### src/rtl/rtc_tick_pkg.sv
package rtc_tick_pkg;
  typedef enum logic [1:0] {
    ADR_STATUS = 2'd0,
    ADR_CTRL   = 2'd1,
    ADR_RELOAD = 2'd2,
    ADR_COUNT  = 2'd3
  } reg_addr_e;

  localparam int MASTER_EN_BIT = 0;
  localparam int RUN_BIT       = 8;
  localparam int SEL_LSB       = 4;
  localparam int MIN_RELOAD    = 2;
endpackage

### src/rtl/rtc_tick_prescaler.sv
module rtc_tick_prescaler #(
  parameter int PRE_W = 15,
  parameter int SEL_W = 4
) (
  input  logic             clk,
  input  logic             rst,
  input  logic             restart,
  input  logic             ref_pulse,
  input  logic [SEL_W-1:0] sel,
  output logic             div_tick
);
  logic [PRE_W-1:0] pre_q;
  logic [PRE_W-1:0] low_mask;

  always_comb begin
    for (int i = 0; i < PRE_W; i++) begin
      low_mask[i] = (i < int'(sel));
    end
  end

  always_ff @(posedge clk) begin
    if (rst || restart) begin
      pre_q <= '0;
    end else if (ref_pulse) begin
      pre_q <= pre_q + 1'b1;
    end
  end

  assign div_tick = ref_pulse && !restart && ((pre_q & low_mask) == low_mask);
endmodule

### src/rtl/rtc_tick_regs.sv
module rtc_tick_regs
  import rtc_tick_pkg::*;
#(
  parameter int DATA_W = 32,
  parameter int CNT_W  = 16,
  parameter int SEL_W  = 4
) (
  input  logic              clk,
  input  logic              rst,
  input  logic              reg_wr,
  input  logic [1:0]        reg_addr,
  input  logic [DATA_W-1:0] reg_wdata,
  input  logic              expire,
  output logic              start,
  output logic              stop,
  output logic [SEL_W-1:0]  sel,
  output logic [CNT_W-1:0]  reload,
  output logic [DATA_W-1:0] ctrl_view,
  output logic              pending
);
  localparam int SEL_MSB = SEL_LSB + SEL_W - 1;

  logic [DATA_W-1:0] ctrl_q;
  logic [SEL_W-1:0]  sel_q;
  logic [CNT_W-1:0]  reload_q;
  logic              pend_q;
  logic              wr_ctrl, wr_reload, wr_status;
  logic              new_en, new_run;

  assign wr_ctrl   = reg_wr && (reg_addr == ADR_CTRL);
  assign wr_reload = reg_wr && (reg_addr == ADR_RELOAD);
  assign wr_status = reg_wr && (reg_addr == ADR_STATUS);
  assign new_en    = reg_wdata[MASTER_EN_BIT];
  assign new_run   = reg_wdata[RUN_BIT];

  assign start = wr_ctrl && new_en && new_run && !ctrl_q[RUN_BIT] && (reload_q != '0);
  assign stop  = wr_ctrl && (!new_en || !new_run);

  always_ff @(posedge clk) begin
    if (rst) begin
      ctrl_q   <= '0;
      sel_q    <= '0;
      reload_q <= '0;
      pend_q   <= 1'b0;
    end else begin
      if (wr_ctrl) begin
        ctrl_q <= reg_wdata;
        if (new_en) begin
          sel_q <= reg_wdata[SEL_MSB:SEL_LSB];
        end
      end
      if (wr_reload && (reg_wdata > DATA_W'(MIN_RELOAD))) begin
        reload_q <= reg_wdata[CNT_W-1:0];
      end
      if (expire) begin
        pend_q <= 1'b1;
      end else if (wr_status && reg_wdata[0]) begin
        pend_q <= 1'b0;
      end
    end
  end

  generate
    if (DATA_W > SEL_MSB + 1) begin : g_view_hi
      assign ctrl_view = {ctrl_q[DATA_W-1:SEL_MSB+1], sel_q, ctrl_q[SEL_LSB-1:0]};
    end else begin : g_view_lo
      assign ctrl_view = {sel_q, ctrl_q[SEL_LSB-1:0]};
    end
  endgenerate

  assign sel     = sel_q;
  assign reload  = reload_q;
  assign pending = pend_q;
endmodule

### src/rtl/rtc_tick_counter.sv
module rtc_tick_counter #(
  parameter int CNT_W = 16
) (
  input  logic             clk,
  input  logic             rst,
  input  logic             start,
  input  logic             stop,
  input  logic             div_tick,
  input  logic [CNT_W-1:0] reload,
  output logic             running,
  output logic [CNT_W-1:0] count,
  output logic             expire
);
  logic             run_q;
  logic [CNT_W-1:0] cnt_q;
  logic             at_last;

  assign at_last = (cnt_q == CNT_W'(1));
  assign expire  = run_q && div_tick && at_last && !start && !stop;

  always_ff @(posedge clk) begin
    if (rst) begin
      run_q <= 1'b0;
      cnt_q <= '0;
    end else if (stop) begin
      run_q <= 1'b0;
    end else if (start) begin
      run_q <= 1'b1;
      cnt_q <= reload;
    end else if (run_q && div_tick) begin
      cnt_q <= at_last ? reload : cnt_q - 1'b1;
    end
  end

  assign running = run_q;
  assign count   = cnt_q;
endmodule

### src/rtl/rtc_tick_timer.sv
module rtc_tick_timer
  import rtc_tick_pkg::*;
#(
  parameter int DATA_W = 32,
  parameter int CNT_W  = 16,
  parameter int PRE_W  = 15,
  parameter int SEL_W  = 4
) (
  input  logic              clk,
  input  logic              rst,
  input  logic              ref_pulse,
  input  logic              reg_wr,
  input  logic [1:0]        reg_addr,
  input  logic [DATA_W-1:0] reg_wdata,
  output logic [DATA_W-1:0] reg_rdata,
  output logic              irq_tick
);
  logic              start, stop, expire, div_tick, run_q, pending;
  logic [SEL_W-1:0]  sel;
  logic [CNT_W-1:0]  reload_q, cnt_q;
  logic [DATA_W-1:0] ctrl_view;
  logic [DATA_W-1:0] rdata_q;

  rtc_tick_regs #(.DATA_W(DATA_W), .CNT_W(CNT_W), .SEL_W(SEL_W)) u_regs (
    .clk(clk), .rst(rst), .reg_wr(reg_wr), .reg_addr(reg_addr),
    .reg_wdata(reg_wdata), .expire(expire), .start(start), .stop(stop),
    .sel(sel), .reload(reload_q), .ctrl_view(ctrl_view), .pending(pending)
  );

  rtc_tick_prescaler #(.PRE_W(PRE_W), .SEL_W(SEL_W)) u_pre (
    .clk(clk), .rst(rst), .restart(start), .ref_pulse(ref_pulse),
    .sel(sel), .div_tick(div_tick)
  );

  rtc_tick_counter #(.CNT_W(CNT_W)) u_cnt (
    .clk(clk), .rst(rst), .start(start), .stop(stop), .div_tick(div_tick),
    .reload(reload_q), .running(run_q), .count(cnt_q), .expire(expire)
  );

  always_ff @(posedge clk) begin
    if (rst) begin
      rdata_q <= '0;
    end else begin
      unique case (reg_addr)
        ADR_STATUS: rdata_q <= DATA_W'(pending);
        ADR_CTRL:   rdata_q <= ctrl_view;
        ADR_RELOAD: rdata_q <= DATA_W'(reload_q);
        default:    rdata_q <= DATA_W'(cnt_q);
      endcase
    end
  end

  assign reg_rdata = rdata_q;
  assign irq_tick  = pending;
endmodule

### config.mk
export PLATFORM = sky130hd
export DESIGN_NAME = rtc_tick_timer
export DESIGN_NICKNAME = d
export VERILOG_FILES = /design/src/rtl/rtc_tick_pkg.sv /design/src/rtl/rtc_tick_prescaler.sv /design/src/rtl/rtc_tick_regs.sv /design/src/rtl/rtc_tick_counter.sv /design/src/rtl/rtc_tick_timer.sv
export SDC_FILE = /design/constraint.sdc
export NUM_CORES = 1
export LEC_CHECK = 0
export BUFFER_PORTS_ARGS = -buffer_cell sky130_fd_sc_hd__buf_2
export CAP_MARGIN = 5
export CORE_MARGIN = 4
export CORE_UTILIZATION = 52
export DETAILED_ROUTE_END_ITERATION = 12
export PLACE_DENSITY = 0.76
export SETUP_SLACK_MARGIN = 0.5
export SLEW_MARGIN = 10
export SYNTH_ARGS = -nofsm -noshare
export SYNTH_HDL_FRONTEND = slang
export SYNTH_HIERARCHICAL = 1
export SYNTH_SLANG_ARGS = --single-unit
### constraint.sdc
create_clock -name clk -period 2.9 [get_ports clk]
set_clock_uncertainty 0.2 [all_clocks]
set_input_delay 0.29 -clock clk [delete_from_list [all_inputs] [get_ports clk]]
set_output_delay 0.29 -clock clk [all_outputs]
set_load 0.05 [all_outputs]
==> impl_metrics.toml, run 1 <==
[status]
outcome = "complete, no violations"

[sta]
slew_viol_final = 0
rsz0062_at_grt = "yes"
finalSetupViolCount = 0
tns_ns = 0
fin_crit_ns = 2.89
fmax_ghz = 0.346
max_slew.worst_pin.slew_ns = 1.08
holdWs_ns = 0.0273
max-slew-margin-rel_pct = 28.1
fin_ws_ns = 0.00731
period_share_pct = 99.7
hold_violations = 0

[synth]
ys_warn_count = 6
ys_seq_area_share_pct = 42.1
ys_types = 67
synth_edf_count = 0
yosys_register_bits = 113
synthFlopType = "dfxtp_1"
synth_nets = 644
syn_avg_cell_area_sq_um = 8.90
synth_cells = 603
synth_area_sq_um = 5370
async_flop_share_pct = 0

[worst_hold_path]
whs_endpoint = "u_regs/sel[0]"
hp-class = "in2reg"
hold_start = "reg_wdata[0]"
min_path_cells = 4

[worst_setup_path]
timing.critical_path.mode_cell = "nor4_4"
rr_worst_depth = 10
arrival_ns = 3.10
r2r_setup_slack_ns = 0.007
cpPeakStageDelay_ns = 0.34
cp.required_ns = 3.11
reg2reg_from = "u_regs/reload[2]"
start_kind = "flip-flop"
crit_chain = "nor4_4 -> and4_4 -> nor4_4 -> nor4b_2 -> o211ai_1 -> a211oi_2 -> a21oi_2 -> or2_4 -> buf_4 -> o311a_1"
criticalPathCategory = "reg2reg"
worstReg2RegEnd = "u_cnt/count[13]"
cp-end-kind = "flip-flop"
path_max_fanout = 6
crit_slowest_cell = "dfxtp_2"

[floorplanning]
chipWidth_um = 110
ioPinCount = 71
die_y_um = 110
rows = 36
fp.coreArea_sq_um = 9910
start_util_pct = 54.2
die_area_sq_um = 12000

[clock_tree]
clock_path_buffers = 2
cts_root_buf = "clkbuf_8"
cts_buffers = 17
insertion_delay_ns = 0.53
clk_pin_slew_ns = 0.06
cts.sink_count = 113
cts_tree = "yes"
htree_levels = 4

[grt]
grt_pass1_vias = 4876
globalRoute.totalOverflow = 0
grt_usage_pct = 26.5
grt_pass1_wl_um = 24700
grt_max_degree = 109
antenna_found_initial = 0

[drt]
vias_per_cell = 5.88
vias = 5035
first_pass_iters = 5
drt-wirelength-per-cell_um = 17.6
met1_length_um = 6550
drcViolationCount = 0
drt_iter0_drc = 397
wl_met2_um = 7050
wl_met3_um = 1070
wirelength_um = 15100
ant_nets = 0
highest_layer = "met4"

[finish]
area_growth_pct = 28.1
nets = 752
final_util_pct = 69.4
diodes = 0
drive_above_1_share_pct = 26.5
most-common-layout-cells = "dfxtp_1 (110), nand2_1 (80), buf_2 (69)"
final_cells = 857
nFillCells = 719
final_common_cell = "dfxtp_1"

[place]
io_buffers = 70
place_inst = 790
hpwl_um = 9650
gp_congestion = 0.934
place_ws_ns = -0.0581

[power_and_ir_drop]
ir_drop_mv = 0.393
p_leak_nw = 2.72
pwr_density_cell_nw_per_um2 = 593

[flow_run]
maxCapViolCount = 0
==> worst max-delay path by stage <==
stage / startpoint / to / slack (ns) / depth (start not counted)
5_1_grt: u_regs/reload[2] / u_cnt/count[6] / -0.08 / 11
4_1_cts: u_regs/reload[13] / u_cnt/count[8] / 0.12 / 10
6_report: u_regs/reload[2] / u_cnt/count[13] / 0.007 / 10
3_5_place_dp: u_regs/reload[10] / u_cnt/count[6] / -0.06 / 11
3_3_place_gp: u_regs/reload[10] / u_cnt/count[6] / 0.02 / 11
2_1_floorplan: u_regs/reload[14] / u_cnt/count[13] / 0.14 / 11
==> layer usage <==
layer  vias to the layer above  global-route usage, %
li1                       2361                      -
met1                      2355                   34.5
met2                       279                   42.6
met3                        40                   6.05
met4                         0                   10.5
met5                         -                      0
==> where the power goes <==
group / total, W / internal [W] / switching (W)
clock: 0.00197 / 0.00116 / 0.000811
sequential: 0.00163 / 0.00160 / 0.0000365
combinational: 0.000477 / 0.000197 / 0.000281
==> state kept, by name, summed over array words and instances (netlist names) <==
register and count:
reg_rdata 32, u_cnt/count 16, u_cnt/running 1, u_pre/pre_q 15, u_regs/ctrl_q 28, u_regs/pending 1
u_regs/reload 16, u_regs/sel 4
==> synthesized netlist by cell type, types with 6 or more instances <==
master | count | area [sq um]
nand4_1 | 10 | 62.6
nand2_1 | 80 | 300
nand3_1 | 10 | 50.1
nor2_1 | 32 | 120
nor4_1 | 14 | 87.6
inv_1 | 14 | 52.6
nand2b_1 | 14 | 87.6
dfxtp_1 | 113 | 2260
buf_6 | 9 | 101
a211oi_1 | 19 | 143
xor2_1 | 6 | 52.6
buf_4 | 7 | 52.6
mux2i_1 | 34 | 340
or2b_2 | 12 | 105
and2_1 | 16 | 100
or3_1 | 11 | 68.8
clkbuf_1 | 21 | 78.8
a21oi_1 | 66 | 330
o21ai_0 | 10 | 50.1
or2b_1 | 9 | 67.6
nor4_2 | 8 | 100
nor3_1 | 8 | 40.0
==> timing repair <==
action,4_1_cts,5_1_grt
hold buffers,32,0
endpoints found under the hold margin,51,0
gates resized for setup,12,9
cloned,1,0
pin swaps,8,3
endpoints found under the setup margin,17,17
setup buffers,1,1
==> cell families after synthesis <==
group | Yosys count | synth area share (%)
and+or+nand+nor | 255 | 27.3
AOI/OAI and AO/OA | 128 | 15.0
DFF | 113 | 42.1
buffers and inverters | 59 | 6.48
muxes | 35 | 6.76
xor gates and xnor gates | 10 | 1.63
adders and majority gates | 3 | 0.699
==> critical path, delay by kind of cell, from the launching register on <==
family | cells | cell delay, ns
buffers and inverters | 1 | 0.17
DFF | 1 | 0.34
AOI/OAI and AO/OA | 4 | 0.84
and+or+nand+nor | 5 | 1.24
==> final cells by class <==
class                      instances  area, sq um  area share (%)
multi-input combinational        432         2900            42.1
sequential                       113         2270            33.0
timing repair buffer             133          933            13.6
clock buffer                      17          414            6.02
tap                              133          166            2.42
clock inverter                    15          149            2.17
inverter                          14         52.6           0.764
==> stage by stage <==
stage                     power, W  instance area [sq um]
after floorplan            0.00195                   5440
after global placement     0.00206                   5880
after detailed placement   0.00207                   5880
after CTS                  0.00406                   6830
after global routing       0.00421                   6880
final                      0.00408                   6880
Power figures use the tool's default switching activity.
==> run 2, diff against run 1 <==
--- a/config.mk
+++ b/config.mk
@@ -8,9 +8,10 @@
 export BUFFER_PORTS_ARGS = -buffer_cell sky130_fd_sc_hd__buf_2
 export CAP_MARGIN = 5
 export CORE_MARGIN = 4
-export CORE_UTILIZATION = 52
+export CORE_UTILIZATION = 54
+export CTS_BUF_LIST = sky130_fd_sc_hd__clkbuf_2 sky130_fd_sc_hd__clkbuf_4 sky130_fd_sc_hd__clkbuf_8
 export DETAILED_ROUTE_END_ITERATION = 12
-export PLACE_DENSITY = 0.76
+export PLACE_DENSITY = 0.78
 export SETUP_SLACK_MARGIN = 0.5
 export SLEW_MARGIN = 10
 export SYNTH_ARGS = -nofsm -noshare
==> impl_metrics.toml, run 2 (synthesized netlist as in run 1, its figures left out) <==
[place]
io_buffers = 70
gp_congestion = 0.917
hpwl_um = 9510
place_ws_ns = 0.0284

[clock_tree]
htree_levels = 4
insertion_delay_ns = 0.44
clk_pin_slew_ns = 0.07
cts_root_buf = "clkbuf_8"
cts_buffers = 17
cts_tree = "yes"
cts.sink_count = 113
clock_path_buffers = 2

[worst_setup_path]
cp.required_ns = 3.04
cp-end-kind = "flip-flop"
path_max_fanout = 5
cpPeakStageDelay_ns = 0.33
criticalPathCategory = "reg2reg"
start_kind = "flip-flop"
crit_chain = "nor4_2 -> and4_1 -> nor4_4 -> nor4b_2 -> o211ai_1 -> a211oi_2 -> a21oi_2 -> or2_4 -> o32a_1 -> a221oi_2"
arrival_ns = 3.02
crit_slowest_cell = "dfxtp_2"

[flow_run]
maxCapViolCount = 0

[finish]
drive_above_1_share_pct = 27.5
nFillCells = 709
area_growth_pct = 27.0
largest_register_ffs = 32
diodes = 0
nets = 763
most-common-layout-cells = "dfxtp_1 (109), nand2_1 (79), buf_2 (69)"
final_util_pct = 70.1
final_common_cell = "dfxtp_1"

[sta]
rsz0062_at_grt = "yes"
max_slew.worst_pin.slew_ns = 1.08
fin_ws_ns = 0.0128
finalSetupViolCount = 0
period_share_pct = 99.6
max-slew-margin-rel_pct = 27.7
hold_violations = 0
slew_viol_final = 0
fmax_ghz = 0.346
fin_crit_ns = 2.89

[grt]
grt_pass1_wl_um = 24700
grt_usage_pct = 26.9
globalRoute.totalOverflow = 0
grt_pass1_vias = 4934
antenna_found_initial = 0
grt_max_degree = 109

[drt]
drt-wirelength-per-cell_um = 18.0
first_pass_iters = 5
vias_per_cell = 5.91
drt_iter0_drc = 490
drcViolationCount = 0
wirelength_um = 15600
vias = 5126
ant_nets = 0

[power_and_ir_drop]
ir_drop_mv = 0.347
pwr_density_cell_nw_per_um2 = 553
p_leak_nw = 2.69

[floorplanning]
chipWidth_um = 108
start_util_pct = 55.2
fp.coreArea_sq_um = 9730
rows = 36
ioPinCount = 71
die_y_um = 108
die_area_sq_um = 11600

[status]
outcome = "complete, no violations"

[worst_hold_path]
hp-class = "in2reg"
==> run 2: routing by layer <==
layer	vias up	global-route usage [%]	part of all wire (%)
met2	287	44.4	48
met4	0	10.9	3.0
li1	2379	-	-
met1	2407	33.8	41
met5	-	0	0
met3	53	6.36	8.0
==> run 2: worst paths after layout <==
kind	cells after the start	start	slack (ns)	to
worst max-delay path	10	u_regs/reload[2]	0.01	u_cnt/count[8]
worst min-delay path	3	reg_wdata[0]	0.03	u_regs/sel[2]
worst max register to register	10	u_regs/reload[2]	0.01	u_cnt/count[8]
worst min register to register	2	u_regs/ctrl_q[28]	0.25	u_regs/ctrl_q[28]
==> run 2: cell type report <==
| class | instances | area [sq um] | share of cell area (%) |
|---|---|---|---|
| clock inverters | 15 | 206 | 3.03 |
| flip-flops and latches | 113 | 2270 | 33.2 |
| well taps | 133 | 166 | 2.44 |
| inverters | 14 | 52.6 | 0.771 |
| clock buffers | 17 | 234 | 3.43 |
| repair buffers | 144 | 1020 | 15.0 |
| multi-input cells | 432 | 2870 | 42.1 |
==> run 2: through the flow <==
| stage | TNS [ns] | instance area, sq um | power [W] | instances | hold WS, ns |
|---|---|---|---|---|---|
| floorplan | 0 | 5440 | 0.00195 | 603 | 0.223 |
| global placement | 0 | 5910 | 0.00206 | 795 | 0.238 |
| detailed placement | 0 | 5910 | 0.00207 | 795 | 0.240 |
| CTS | 0 | 6780 | 0.00375 | 868 | 0.00473 |
| global route | -1.20 | 6820 | 0.00389 | 868 | 0.0305 |
| finish | 0 | 6820 | 0.00377 | 868 | 0.0288 |
==> run 2: worst max-delay path: cells and delay by family (launching register included) <==
family             cells  cell delay (ns)
AOI/OAI and AO/OA      5             1.11
DFF                    1             0.33
and+or+nand+nor        5             1.15
==> run 2: report_power, final <==
group          switching, W  internal (W)
registers         0.0000325       0.00159
logic              0.000287      0.000206
clock network      0.000709      0.000943
total               0.00103       0.00274
==> run 2: timing repair <==
item / CTS / global route
hold buffers: 31 / 0
cloned: 1 / 0
pin swaps: 3 / 1
endpoints found under the setup margin: 16 / 17
endpoints found under the hold margin: 36 / 0
setup buffers: 9 / 0
resized for setup: 10 / 11
==> run 3, diff against run 2 <==
--- a/config.mk
+++ b/config.mk
@@ -11,6 +11,7 @@
 export CORE_UTILIZATION = 54
 export CTS_BUF_LIST = sky130_fd_sc_hd__clkbuf_2 sky130_fd_sc_hd__clkbuf_4 sky130_fd_sc_hd__clkbuf_8
 export DETAILED_ROUTE_END_ITERATION = 12
+export GPL_TIMING_DRIVEN = 0
 export PLACE_DENSITY = 0.78
 export SETUP_SLACK_MARGIN = 0.5
 export SLEW_MARGIN = 10
==> impl_metrics.toml, run 3 (synthesized netlist as in run 1, its figures left out) <==
[finish]
nets = 778
diodes = 0
final_util_pct = 72.5
most-common-layout-cells = "dfxtp_1 (109), nand2_1 (79), buf_2 (72)"
area_growth_pct = 31.3
final_common_cell = "dfxtp_1"
largest_register_ffs = 32
drive_above_1_share_pct = 26.8

[worst_setup_path]
r2r_setup_slack_ns = -0.14
cp.required_ns = 3.05
worstReg2RegEnd = "u_cnt/count[8]"
criticalPathCategory = "reg2reg"
reg2reg_from = "u_regs/reload[15]"
rr_worst_depth = 11
path_max_fanout = 9
cp-end-kind = "flip-flop"
arrival_ns = 3.18
start_kind = "flip-flop"

[grt]
grt_pass1_wl_um = 25600
grt_usage_pct = 28.1
antenna_found_initial = 0
grt_pass1_vias = 5188
globalRoute.totalOverflow = 0
grt_max_degree = 17

[clock_tree]
insertion_delay_ns = 0.44
htree_levels = 4
cts_tree = "yes"
clk_pin_slew_ns = 0.08
cts.sink_count = 113
cts_root_buf = "clkbuf_8"
cts_buffers = 17
clock_path_buffers = 2

[power_and_ir_drop]
ir_drop_mv = 0.474
pwr_density_cell_nw_per_um2 = 577
p_leak_nw = 2.79
total_power_w = 0.00407

[drt]
drt-wirelength-per-cell_um = 18.2
ant_nets = 0
vias_per_cell = 5.89
vias = 5199
wirelength_um = 16100
drcViolationCount = 0
drt_iter0_drc = 377
first_pass_iters = 5

[sta]
max_slew.worst_pin.slew_ns = 0.944
rsz0062_at_grt = "yes"
fin_ws_ns = -0.140
fin_crit_ns = 3.04
fmax_ghz = 0.329
max-slew-margin-rel_pct = 37.1
holdWs_ns = 0.0292
slew_viol_final = 0
hold_violations = 0
finalSetupViolCount = 11
period_share_pct = 105

[floorplanning]
die_y_um = 108
die_area_sq_um = 11600
start_util_pct = 55.2
fp.coreArea_sq_um = 9730
chipWidth_um = 108
ioPinCount = 71
rows = 36

[worst_hold_path]
whs_endpoint = "u_pre/pre_q[4]"
min_path_cells = 4
hold_start = "ref_pulse"
hp-class = "in2reg"

[place]
io_buffers = 68
place_ws_ns = -0.309
hpwl_um = 10500
gp_congestion = 0.946

[status]
outcome = "complete, but fails checks"
violations = "negative setup slack"

[flow_run]
maxCapViolCount = 0
==> run 3: layout make-up <==
type / instances / area (sq um)
Inverter: 14 / 52.6
Fill cell: 720 / 2680
Buffer: 45 / 343
Sequential cell: 113 / 2270
Tap cell: 133 / 166
Clock buffer: 20 / 269
Timing Repair Buffer: 114 / 776
Clock inverter: 12 / 253
Multi-Input combinational cell: 432 / 2920
==> run 3: worst max-delay path: stages (launching register included) <==
cell	delay, ns
dfxtp_2	0.37
nor4_1	0.29
and4_4	0.28
nor4_4	0.06
nor4b_2	0.24
o211ai_1	0.15
a211oi_2	0.27
a21oi_2	0.11
or2_4	0.24
buf_8	0.14
o32a_1	0.36
a221oi_2	0.23
==> run 3: per-stage QoR <==
stage               std cells  setup TNS [ns]  instance area (sq um)
floorplan                 603               0                   5440
global placement          804           -2.28                   5950
detailed placement        804           -3.74                   5950
CTS                       879         -0.0772                   6980
global route              883           -1.62                   7050
finish                    883          -0.554                   7050
==> run 3: where the power goes <==
part           internal [W]  switching, W
Combinational      0.000210      0.000283
Clock               0.00126      0.000680
Sequential          0.00159     0.0000425
==> run 3: worst max path at each step <==
| stage | startpoint | end | slack (ns) | cells after the start |
|---|---|---|---|---|
| floorplan | u_regs/reload[14] | u_cnt/count[13] | 0.14 | 11 |
| global placement | reg_addr[1] | u_cnt/count[1] | -0.23 | 12 |
| detailed placement | u_regs/reload[10] | u_cnt/count[1] | -0.31 | 11 |
| CTS | u_regs/reload[13] | u_cnt/count[8] | -0.07 | 11 |
| global route | u_regs/reload[13] | u_cnt/count[8] | -0.18 | 11 |
| finish | u_regs/reload[15] | u_cnt/count[8] | -0.14 | 11 |
==> run 3: repair_timing <==
item                       4_1_cts  5_1_grt
hold buffers                    33        0
gates resized for setup         22       11
hold endpoints to repair        42        0
buffers inserted                 9        3
pin swaps                       13        3
gates cloned                     1        1
setup endpoints to repair       27       27
==> run 3: metal layers <==
layer / vias to the layer above / track usage, % / part of all wire [%] / routed length [um]
met5: - / 0 / 0 / 0
met4: 0 / 12.9 / 3.5 / 555
met3: 61 / 8.10 / 8.5 / 1370
met2: 278 / 44.9 / 48 / 7690
met1: 2449 / 35.0 / 40 / 6440
li1: 2411 / - / - / -
